==> config.mk <==
export PLATFORM = sky130hd
export DESIGN_NAME = tod_set_counter
export DESIGN_NICKNAME = d
export VERILOG_FILES = /design/src/rtl/tod_pkg.sv /design/src/rtl/tod_btn_filter.sv /design/src/rtl/tod_merge_fall.sv /design/src/rtl/tod_bcd_stage.sv /design/src/rtl/tod_set_counter.sv
export SDC_FILE = /design/constraint.sdc
export NUM_CORES = 1
export LEC_CHECK = 0
export BUFFER_PORTS_ARGS = -buffer_cell sky130_fd_sc_hd__buf_2
export CAP_MARGIN = 10
export CORE_MARGIN = 5
export CORE_UTILIZATION = 60
export DETAILED_ROUTE_END_ITERATION = 6
export PLACE_DENSITY = 0.8
export SLEW_MARGIN = 15
export SYNTH_ARGS = -nofsm -noshare
export SYNTH_HDL_FRONTEND = slang
export SYNTH_HIERARCHICAL = 1
export SYNTH_SLANG_ARGS = --single-unit
==> constraint.sdc <==
create_clock -name clk_i -period 2.8 [get_ports clk_i]
set_input_delay 0.56 -clock clk_i [delete_from_list [all_inputs] [get_ports clk_i]]
set_output_delay 0.56 -clock clk_i [all_outputs]
set_load 0.01 [all_outputs]
==> src/rtl/tod_pkg.sv <==
package tod_pkg;
  typedef logic [7:0] bcd2_t;
  localparam int unsigned SEC_LAST = 59;
  localparam int unsigned MIN_LAST = 59;
  localparam int unsigned HR_LAST  = 23;
endpackage

==> src/rtl/tod_btn_filter.sv <==
module tod_btn_filter #(
  parameter int unsigned SETTLE = 8
) (
  input  logic clk_i,
  input  logic rst_i,
  input  logic raw_i,
  output logic level_o
);
  localparam int unsigned CW = (SETTLE > 1) ? $clog2(SETTLE) : 1;
  localparam logic [CW-1:0] CNT_LAST = CW'(SETTLE - 1);

  logic [1:0]    sync_q;
  logic [CW-1:0] cnt_q;

  always_ff @(posedge clk_i) begin
    if (rst_i) begin
      sync_q  <= '0;
      cnt_q   <= '0;
      level_o <= 1'b0;
    end else begin
      sync_q <= {sync_q[0], raw_i};
      if (sync_q[1] == level_o) begin
        cnt_q <= '0;
      end else if (cnt_q == CNT_LAST) begin
        level_o <= sync_q[1];
        cnt_q   <= '0;
      end else begin
        cnt_q <= cnt_q + 1'b1;
      end
    end
  end

  // the filtered level only ever takes a value the synchroniser presented
  a_r8_accept_settled: assert property (@(posedge clk_i) disable iff (rst_i)
    !$stable(level_o) |-> (level_o == $past(sync_q[1])));
endmodule

==> src/rtl/tod_merge_fall.sv <==
module tod_merge_fall (
  input  logic clk_i,
  input  logic rst_i,
  input  logic carry_i,
  input  logic btn_i,
  output logic step_o
);
  logic adv, adv_q;

  assign adv = carry_i ^ btn_i;

  always_ff @(posedge clk_i) begin
    if (rst_i) adv_q <= 1'b0;
    else       adv_q <= adv;
  end

  assign step_o = adv_q & ~adv;

  // one falling transition gives one step, never two back to back
  a_r7_single_step: assert property (@(posedge clk_i) disable iff (rst_i)
    step_o |=> !step_o);
endmodule

==> src/rtl/tod_bcd_stage.sv <==
module tod_bcd_stage #(
  parameter int unsigned LAST = 59
) (
  input  logic       clk_i,
  input  logic       rst_i,
  input  logic       step_i,
  output logic [7:0] bcd_o,
  output logic       wrap_o
);
  localparam logic [3:0] LAST_T = 4'(LAST / 10);
  localparam logic [3:0] LAST_U = 4'(LAST % 10);

  logic at_last;
  assign at_last = (bcd_o[7:4] == LAST_T) && (bcd_o[3:0] == LAST_U);
  assign wrap_o  = step_i & at_last;

  always_ff @(posedge clk_i) begin
    if (rst_i) begin
      bcd_o <= '0;
    end else if (step_i) begin
      if (at_last)                bcd_o <= '0;
      else if (bcd_o[3:0] == 4'd9) bcd_o <= {bcd_o[7:4] + 4'd1, 4'd0};
      else                        bcd_o[3:0] <= bcd_o[3:0] + 4'd1;
    end
  end

  // value stays a legal BCD count within the stage's range
  a_r2_bcd_range: assert property (@(posedge clk_i) disable iff (rst_i)
    (bcd_o[3:0] <= 4'd9) &&
    ((int'(bcd_o[7:4]) * 10 + int'(bcd_o[3:0])) <= int'(LAST)));
  // a step below the last value always moves the count
  a_r2_step_moves: assert property (@(posedge clk_i) disable iff (rst_i)
    (step_i && !at_last) |=> (bcd_o != $past(bcd_o)));
endmodule

==> src/rtl/tod_set_counter.sv <==
module tod_set_counter
  import tod_pkg::*;
#(
  parameter int unsigned DEBOUNCE_CYCLES = 1_250_000
) (
  input  logic       clk_i,
  input  logic       rst_i,
  input  logic       tick_i,
  input  logic       set_min_i,
  input  logic       set_hr_i,
  output logic [7:0] sec_bcd_o,
  output logic [7:0] min_bcd_o,
  output logic [7:0] hr_bcd_o
);
  logic  min_btn, hr_btn;
  logic  sec_wrap, min_wrap, hr_wrap;
  logic  min_step, hr_step;
  logic  carry_s_q, carry_m_q;
  bcd2_t sec_v, min_v, hr_v;

  tod_btn_filter #(.SETTLE(DEBOUNCE_CYCLES)) u_flt_min (
    .clk_i(clk_i), .rst_i(rst_i), .raw_i(set_min_i), .level_o(min_btn));
  tod_btn_filter #(.SETTLE(DEBOUNCE_CYCLES)) u_flt_hr (
    .clk_i(clk_i), .rst_i(rst_i), .raw_i(set_hr_i), .level_o(hr_btn));

  tod_bcd_stage #(.LAST(SEC_LAST)) u_sec (
    .clk_i(clk_i), .rst_i(rst_i), .step_i(tick_i), .bcd_o(sec_v), .wrap_o(sec_wrap));

  // seconds carry: set by the wrapping tick, dropped by the following tick
  always_ff @(posedge clk_i) begin
    if (rst_i)       carry_s_q <= 1'b0;
    else if (tick_i) carry_s_q <= sec_wrap;
  end

  tod_merge_fall u_mrg_min (
    .clk_i(clk_i), .rst_i(rst_i), .carry_i(carry_s_q), .btn_i(min_btn), .step_o(min_step));
  tod_bcd_stage #(.LAST(MIN_LAST)) u_min (
    .clk_i(clk_i), .rst_i(rst_i), .step_i(min_step), .bcd_o(min_v), .wrap_o(min_wrap));

  // minutes carry: raised by any minutes wrap, dropped by the next tick
  always_ff @(posedge clk_i) begin
    if (rst_i)         carry_m_q <= 1'b0;
    else if (min_wrap) carry_m_q <= 1'b1;
    else if (tick_i)   carry_m_q <= 1'b0;
  end

  tod_merge_fall u_mrg_hr (
    .clk_i(clk_i), .rst_i(rst_i), .carry_i(carry_m_q), .btn_i(hr_btn), .step_o(hr_step));
  tod_bcd_stage #(.LAST(HR_LAST)) u_hr (
    .clk_i(clk_i), .rst_i(rst_i), .step_i(hr_step), .bcd_o(hr_v), .wrap_o(hr_wrap));

  assign sec_bcd_o = sec_v;
  assign min_bcd_o = min_v;
  assign hr_bcd_o  = hr_v;

  // reset clears every digit on the next edge
  a_r1_reset_clear: assert property (@(posedge clk_i)
    rst_i |=> (sec_bcd_o == 8'h00 && min_bcd_o == 8'h00 && hr_bcd_o == 8'h00));
  // the seconds carry rises only together with seconds reading 00
  a_r3_carry_at_wrap: assert property (@(posedge clk_i) disable iff (rst_i)
    $rose(carry_s_q) |-> (sec_bcd_o == 8'h00));
  // minutes change only after a detected falling transition
  a_r4_min_on_fall: assert property (@(posedge clk_i) disable iff (rst_i)
    !$stable(min_bcd_o) |-> $past(min_step));
  // hours change only after a detected falling transition
  a_r11_hr_on_fall: assert property (@(posedge clk_i) disable iff (rst_i)
    !$stable(hr_bcd_o) |-> $past(hr_step));
  // stepping past 23 lands on 00
  a_r10_hr_wrap: assert property (@(posedge clk_i) disable iff (rst_i)
    hr_wrap |=> (hr_bcd_o == 8'h00));
endmodule

==> results of run 1 <==
-- cells by family (layout without fill, tap and decap cells) --
kind of cell | after synthesis | count (layout) | share of synthesized area (%)
simple gates | 177 | 177 | 30.01
fa+ha+maj | 12 | 12 | 4.187
mux | 1 | 1 | 0.2791
buf+inv | 31 | 62 | 4.571
xor+xnor | 35 | 35 | 8.549
compound gates | 62 | 62 | 9.979
flops | 76 | 76 | 42.43
-- final timing paths --
kind,to,slack (ns),cells after the start,startpoint
worst max-delay path,u_flt_min/cnt_q[5],0.59,6,u_flt_min/cnt_q[0]
worst max register to register,u_flt_min/cnt_q[5],0.59,6,u_flt_min/cnt_q[0]
worst min register to register,u_flt_hr/sync_q[1],0.45,1,u_flt_hr/sync_q[0]
worst min-delay path,u_flt_min/sync_q[0],0.43,2,set_min_i
-- final cells by class --
class | instances | area [µm²]
clock inverter | 3 | 18.77
fill | 507 | 1928
timing repair buffer | 31 | 162.7
clock buffer | 13 | 168.9
inverter | 15 | 56.30
multi-input combinational | 287 | 1901
sequential | 76 | 1521
tap | 75 | 93.84
-- registers in the layout, indices dropped and copies added, names as in the netlist, 2 cells and up --
signal,cells
u_min/bcd_o,8
u_flt_hr/sync_q,2
u_hr/bcd_o,8
u_flt_hr/cnt_q,21
u_flt_min/sync_q,2
u_flt_min/cnt_q,21
u_sec/bcd_o,8
-- layer usage --
| metal | part of all wire, % | vias to the layer above | wire, µm | GRT usage [%] |
|---|---|---|---|---|
| li1 | - | 1448 | - | - |
| met1 | 45 | 1338 | 2956 | 22.57 |
| met2 | 50 | 40 | 3237 | 30.14 |
| met3 | 3.9 | 7 | 257 | 5.582 |
| met4 | 0.88 | 0 | 57 | 6.276 |
| met5 | 0 | - | 0 | 0 |
-- cells in the mapped netlist, types with 2 or more instances --
cell / n
sky130_fd_sc_hd__o21ai_0: 23
sky130_fd_sc_hd__nand4b_4: 3
sky130_fd_sc_hd__or4_1: 7
sky130_fd_sc_hd__and2_1: 4
sky130_fd_sc_hd__or3_1: 8
sky130_fd_sc_hd__nor3_1: 3
sky130_fd_sc_hd__nand2_1: 21
sky130_fd_sc_hd__a211oi_1: 2
sky130_fd_sc_hd__and4_2: 2
sky130_fd_sc_hd__a21oi_1: 24
sky130_fd_sc_hd__buf_2: 8
sky130_fd_sc_hd__nor2b_1: 8
sky130_fd_sc_hd__buf_4: 2
sky130_fd_sc_hd__and4_1: 4
sky130_fd_sc_hd__nor4b_1: 5
sky130_fd_sc_hd__o31ai_1: 8
sky130_fd_sc_hd__clkbuf_1: 2
sky130_fd_sc_hd__nor2_1: 47
sky130_fd_sc_hd__ha_1: 12
sky130_fd_sc_hd__nand4_1: 16
sky130_fd_sc_hd__nand4_4: 2
sky130_fd_sc_hd__dfxtp_1: 76
sky130_fd_sc_hd__buf_6: 4
sky130_fd_sc_hd__and3_1: 6
sky130_fd_sc_hd__xor2_1: 20
sky130_fd_sc_hd__and4b_1: 5
sky130_fd_sc_hd__xnor2_1: 15
sky130_fd_sc_hd__nand3_1: 20
sky130_fd_sc_hd__nand3b_1: 2
sky130_fd_sc_hd__inv_1: 15
sky130_fd_sc_hd__a31o_1: 2
sky130_fd_sc_hd__or3_2: 8
-- report_power, final --
group,switching (mW),total [mW],internal [mW]
Combinational,0.0275,0.0431,0.0157
Clock,0.387,0.783,0.396
Sequential,0.00610,1.09,1.09
-- critical path: stages, from the launching register on --
cell and delay (ns):
sky130_fd_sc_hd__dfxtp_1 0.37, sky130_fd_sc_hd__ha_1 0.21, sky130_fd_sc_hd__and3_1 0.28, sky130_fd_sc_hd__nand3_1 0.21, sky130_fd_sc_hd__o21ai_1 0.67, sky130_fd_sc_hd__buf_4 0.30
sky130_fd_sc_hd__nor2_1 0.06
-- metrics by stage --
stage / power (mW) / area [µm²] / worst slack, ns / instances / hold WS [ns]
floorplan: 1.145 / 3586 / 1.134 / 394 / 0.4138
global placement: 1.160 / 3735 / 0.7022 / 484 / 0.4187
detailed placement: 1.162 / 3735 / 0.5763 / 484 / 0.4279
CTS: 1.947 / 3923 / 0.5813 / 500 / 0.4186
global route: 2.000 / 3923 / 0.3814 / 500 / 0.4228
finish: 1.919 / 3923 / 0.5946 / 500 / 0.4329
==> results.md, run 1 <==
| Parameter | Value |
|:---|:---|
| Clock buffer count from CTS | 9 |
| Flop and latch count out of synthesis | 76 |
| RSZ-0062 raised after global routing | false |
| Max Clock Freq | 0.4534 GHz |
| Clock tree root driver cell | sky130_fd_sc_hd__clkbuf_8 |
| Worst-Margin Slew | 0.7665 ns |
| # Post-CTS Setup Buffers | 0 |
| Number of antenna violations at the first check in global routing | 0 |
| Routed length per instance | 13.01 µm |
| Period utilisation layout | 78.77% |
| Total count of hold-check failures in the final report | 0 |
| Hold-fix buffers, CTS | 0 |
| Arrival time of the worst setup path | 2.44 ns |
| Routability congestion estimate | 0.8120 |
| Final count of negative-setup-slack endpoints | 0 |
| Vias | 2833 |
| Clock H-tree levels | 3 |
| Floorplan die area | 7623 µm² |
| HPWL after detailed placement | 4.474 mm |
| Source-to-sink clock delay at the later pin of the worst-skew pair | 0.34 ns |
| Antenna violation net count after detailed routing | 0 |
| Port bufs | 28 |
| CP required | 3.04 ns |
| Max Transition Viols Final | 0 |
| Max VDD drop | 0.3175 mV |
| TritonCTS clock tree | yes |
| Area Growth Syn to Fin | 9.386% |
| Horizontal die dimension | 87.31 µm |
| Post-layout minimum cycle time | 2.205 ns |
| Critical path start-end classification | reg -> reg |
| Mapped Avg Cell Area | 9.101 µm² |
| Most common cell after layout, fill and taps aside | sky130_fd_sc_hd__dfxtp_1 |
| Result of the run | finished clean |
| Worst clock skew | 0.007144 ns |
| Maximum fanout along the worst path | 11 |
| Top-level port count | 29 |
| Number of global-route vias before repair | 2667 |
| Mapped Area | 3586 µm² |
| Relative slew slack | 48.56% |
| Vertical die dimension | 87.31 µm |
| Power per cell area | 489.1 nW/µm² |
| Static power due to leakage | 1.502 nW |
| Post-route setup TNS | 0 ns |
| Largest net degree at the start of global routing | 30 |
| Final core area utilization | 67.04% |
| Nature of the critical path startpoint | flip-flop |
| Synthesized netlist net count | 411 |
| Std-Cell Rows | 28 |
| Sequential share of the synthesized area | 42.43% |
| Global-route wire length before repair | 11.35 mm |
| Number of detailed-routing iterations run before antenna repair | 4 |
| Hold Crit Class | in -> reg |
| Netlist cell types | 42 |
| CTS Sinks | 76 |
| Dominant synthesized flop cell | sky130_fd_sc_hd__dfxtp_1 |
| Total wire length | 6.507 mm |
| Fraction of layout cells with a size suffix above 1 | 15.29% |
| Net total in the final layout | 437 |
| Area fraction of the dominant cell type after synthesis | 42.43% |
| Clock-pin slew reported for the worst setup and hold paths after clock tree synthesis | 0.07 ns |
| Deepest clock path buffer count | 2 |
| Tot GR Track Use | 18.28% |
| Total inserted antenna cells | 0 |
| Cell types occupying the most area after synthesis | sky130_fd_sc_hd__dfxtp_1 (42%), sky130_fd_sc_hd__nor2_1 (4.9%), sky130_fd_sc_hd__xor2_1 (4.9%), sky130_fd_sc_hd__ha_1 (4.2%), sky130_fd_sc_hd__xnor2_1 (3.7%) |
| Most area-hungry cell type in the Yosys netlist | sky130_fd_sc_hd__dfxtp_1 |
| Count of warnings emitted by yosys | 6 |
| First DRT Iteration DRCs | 117 |
| Number of max-cap violations | 0 |
| Cells resized by post-CTS repair | 0 |
| Proportion of synthesized flip-flops having asynchronous set or reset | 0% |
| Leading cell types in the layout, fill and taps excluded | sky130_fd_sc_hd__dfxtp_1 (76), sky130_fd_sc_hd__nor2_1 (47), sky130_fd_sc_hd__buf_2 (28) |
| Number of cells produced by synthesis | 394 |
| Remaining design rule violation count | 0 |
| Core footprint | 5851 µm² |
| Number of enable flip-flop cells after synthesis | 0 |
| Capturing element type of the critical path | flip-flop |
| Starting utilization of the core area | 61.29% |
| Via count normalized by instance count | 5.666 |
| Overflow left after global routing | 0 |
Note: power is estimated with default switching activity, not from simulation.
==> run 2, diff against run 1 <==
--- a/config.mk
+++ b/config.mk
@@ -8,9 +8,9 @@
 export BUFFER_PORTS_ARGS = -buffer_cell sky130_fd_sc_hd__buf_2
 export CAP_MARGIN = 10
 export CORE_MARGIN = 5
-export CORE_UTILIZATION = 60
+export CORE_UTILIZATION = 54
 export DETAILED_ROUTE_END_ITERATION = 6
-export PLACE_DENSITY = 0.8
+export PLACE_DENSITY = 0.76
 export SLEW_MARGIN = 15
 export SYNTH_ARGS = -nofsm -noshare
 export SYNTH_HDL_FRONTEND = slang
==> constraint.sdc (replaced) <==
create_clock -name clk_i -period 1.95 [get_ports clk_i]
set_input_delay 0.39 -clock clk_i [delete_from_list [all_inputs] [get_ports clk_i]]
set_output_delay 0.39 -clock clk_i [all_outputs]
set_load 0.01 [all_outputs]
==> results.md, run 2 (synthesized netlist as in run 1, its figures left out) <==
| Parameter | Value | Change |
|:---|:---|:---|
| Cells resized by post-CTS repair | 0 | unchanged |
| Worst-case register-to-register setup slack | 0.21 ns | -0.38 ns |
| Hold-fix buffers, CTS | 0 | unchanged |
| Worst clock skew | 0.007457 ns | +0.0003128 ns |
| Max Clock Freq | 0.5760 GHz | +27% |
| Horizontal die dimension | 91.49 µm | +4.8% |
| Clock tree root driver cell | sky130_fd_sc_hd__clkbuf_8 |  |
| Deepest clock path buffer count | 2 | unchanged |
| CP required | 2.23 ns | -0.81 ns |
| Maximum fanout along the worst path | 10 | -1 |
| Worst reg2reg path startpoint | u_flt_hr/cnt_q[4] |  |
| Worst-Margin Slew | 0.4384 ns | -0.3281 ns |
| Worst Hold Path Cells | 2 | unchanged |
| Nature of the critical path startpoint | flip-flop |  |
| # Post-CTS Setup Buffers | 0 | unchanged |
| Std-Cell Rows | 29 | +3.6% |
| Fraction of layout cells with a size suffix above 1 | 16.47% | +1.2 points |
| Most common cell after layout, fill and taps aside | sky130_fd_sc_hd__dfxtp_1 |  |
| Capturing point of the worst reg2reg path | u_flt_hr/cnt_q[20] |  |
| Met1 routing resource usage after global routing | 19.82% | -2.8 points |
| Capturing element type of the critical path | flip-flop |  |
| Hold path startpoint | set_hr_i |  |
| Critical path start-end classification | reg -> reg |  |
| Routability congestion estimate | 0.8200 | +0.99% |
| Vias | 2843 | +0.35% |
| Starting utilization of the core area | 55.83% | -5.5 points |
| Core footprint | 6422 µm² | +9.8% |
| Port bufs | 28 | unchanged |
| Relative slew slack | 70.78% | +22 points |
| Source-to-sink clock delay at the later pin of the worst-skew pair | 0.34 ns | about the same |
| Post-Layout Inst Area | 3985 µm² | +1.6% |
| Placed Area | 3782 µm² | +1.3% |
| Clock buffer count from CTS | 9 | unchanged |
| Number of max-cap violations | 0 | unchanged |
| First DRT Iteration DRCs | 119 | +1.7% |
| Total wire length | 6.630 mm | +1.9% |
| Clock H-tree levels | 3 | unchanged |
| Internal power consumption | 2.241 mW | +50% |
| Flop pwr share | 55.1% | -1.9 points |
| TritonCTS clock tree | yes |  |
| Remaining design rule violation count | 0 | unchanged |
| Area Growth Syn to Fin | 11.13% |  |
| Total count of hold-check failures in the final report | 0 | unchanged |
| Sequential cell area | 1521 µm² | unchanged |
| Overflow left after global routing | 0 | unchanged |
| Layer carrying the most global-route usage | met2 |  |
| Largest net degree at the start of global routing | 24 | -20% |
| Period utilisation layout | 89.03% | +10 points |
| Antenna violation net count after detailed routing | 0 | unchanged |
| Routed length per instance | 13.05 µm | +0.29% |
| Floorplan die area | 8370 µm² | +9.8% |
| Final count of negative-setup-slack endpoints | 0 | unchanged |
| Number of detailed-routing iterations run before antenna repair | 4 | unchanged |
| FILL cells | 553 | +9.1% |
| Power per cell area | 714.3 nW/µm² | +46% |
| Share of total power consumed by net switching | 21.29% | -0.64 points |
| Net total in the final layout | 443 | +1.4% |
| Number of global-route vias before repair | 2629 | -1.4% |
| CTS Sinks | 76 | unchanged |
| Hold endpoint | u_flt_hr/sync_q[0] |  |
| Registers with the highest flip-flop counts | u_flt_hr/cnt_q: 21 flops, u_flt_min/cnt_q: 21 flops |  |
| Total inserted antenna cells | 0 | unchanged |
| Number of cell instances on the worst register-to-register path | 4 | -2 |
| RSZ-0062 raised after global routing | false |  |
| Number of antenna violations at the first check in global routing | 0 | unchanged |
| Clock-pin slew reported for the worst setup and hold paths after clock tree synthesis | 0.08 ns | about the same |
| Global-route wire length before repair | 11.50 mm | +1.3% |
| Top-level port count | 29 | unchanged |
| Result of the run | finished clean |  |
| Post-route setup TNS | 0 ns | unchanged |
| Met3 GRT Util | 5.455% | -0.13 points |
| Share of power burned in combinational logic | 2.2% | about the same |
| Tot GR Track Use | 16.36% | -1.9 points |
| Hold Crit Class | in -> reg |  |
| Post-layout minimum cycle time | 1.736 ns | -0.4694 ns |
| Max Transition Viols Final | 0 | unchanged |
| Area taken by multi-input logic gates | 1901 µm² | unchanged |
| Arrival time of the worst setup path | 2.01 ns | -0.43 ns |
| HPWL after detailed placement | 4.726 mm | +5.6% |
| Clock power share | 42.7% | +1.9 points |
| Static power due to leakage | 1.537 nW | +2.4% |
| Grt met2 use | 27.02% | -3.1 points |
| Max VDD drop | 0.5607 mV | +77% |
| Leading cell types in the layout, fill and taps excluded | sky130_fd_sc_hd__dfxtp_1 (76), sky130_fd_sc_hd__nor2_1 (47), sky130_fd_sc_hd__buf_2 (28) |  |
| Via count normalized by instance count | 5.596 | -1.2% |
| Net Switching | 0.6059 mW | +44% |
| Vertical die dimension | 91.49 µm | +4.8% |
[run 2: cell count changes in the layout (fill, tap and decap cells not counted), sizes merged]
| cell | delta |
|---|---|
| clkbuf | -1 |
| clkinvlp | +1 |
| inv | -1 |
| bufinv | +1 |
| buf | +6 |
[run 2: worst max path at each step]
stage | start | to | cells past startpoint | slack [ns]
final | u_flt_hr/cnt_q[4] | u_flt_hr/cnt_q[20] | 4 | 0.21
after global routing | u_flt_hr/cnt_q[4] | u_flt_hr/cnt_q[20] | 4 | 0.08
after CTS | u_flt_hr/level_o | u_hr/bcd_o[7] | 5 | 0.22
after detailed placement | u_flt_hr/level_o | u_hr/bcd_o[7] | 5 | 0.24
after global placement | u_flt_min/cnt_q[0] | u_flt_min/cnt_q[20] | 5 | 0.31
after floorplan | u_flt_hr/cnt_q[0] | u_flt_hr/cnt_q[20] | 6 | 0.28
[run 2: metal layers]
layer | vias up | share of wire, % | routed length [µm]
li1 | 1465 | - | -
met1 | 1316 | 48 | 3174
met2 | 53 | 47 | 3088
met3 | 9 | 4.4 | 295
met4 | 0 | 1.1 | 72
met5 | - | 0 | 0
[run 2: final cells by class]
class                           instances  area share [%]
Sequential cell                        76           38.18
Clock inverter                          4           1.193
Multi-Input combinational cell        287           47.69
Timing Repair Buffer                   37           5.212
Tap cell                               77           2.418
Clock buffer                           12           3.893
Inverter                               15           1.413
[run 2: stage by stage]
step | util (%) | hold WS (ns) | power (mW) | std cells | worst slack, ns
3_5_place_dp | 58.89 | 0.4204 | 1.669 | 492 | 0.2437
5_1_grt | 62.05 | 0.2546 | 2.964 | 508 | 0.08364
2_1_floorplan | - | 0.4138 | 1.644 | 394 | 0.2839
3_3_place_gp | 58.89 | 0.4265 | 1.666 | 492 | 0.3052
4_1_cts | 62.05 | 0.2422 | 2.884 | 508 | 0.2247
6_report | 62.05 | 0.2521 | 2.846 | 508 | 0.2139
[run 2: critical path: stages (launching register included)]
cell and delay (ns):
sky130_fd_sc_hd__dfxtp_1 0.44, sky130_fd_sc_hd__and4_1 0.40, sky130_fd_sc_hd__nand4_4 0.19, sky130_fd_sc_hd__or4_1 0.50
sky130_fd_sc_hd__a21oi_1 0.15
[run 2: power by group through the flow]
stage	registers (mW)	clock network, mW	logic (mW)
2_1_floorplan	1.61	0	0.0372
3_3_place_gp	1.61	0	0.0607
3_5_place_dp	1.61	0	0.0626
4_1_cts	1.57	1.25	0.0628
5_1_grt	1.57	1.32	0.0705
6_report	1.57	1.21	0.0625
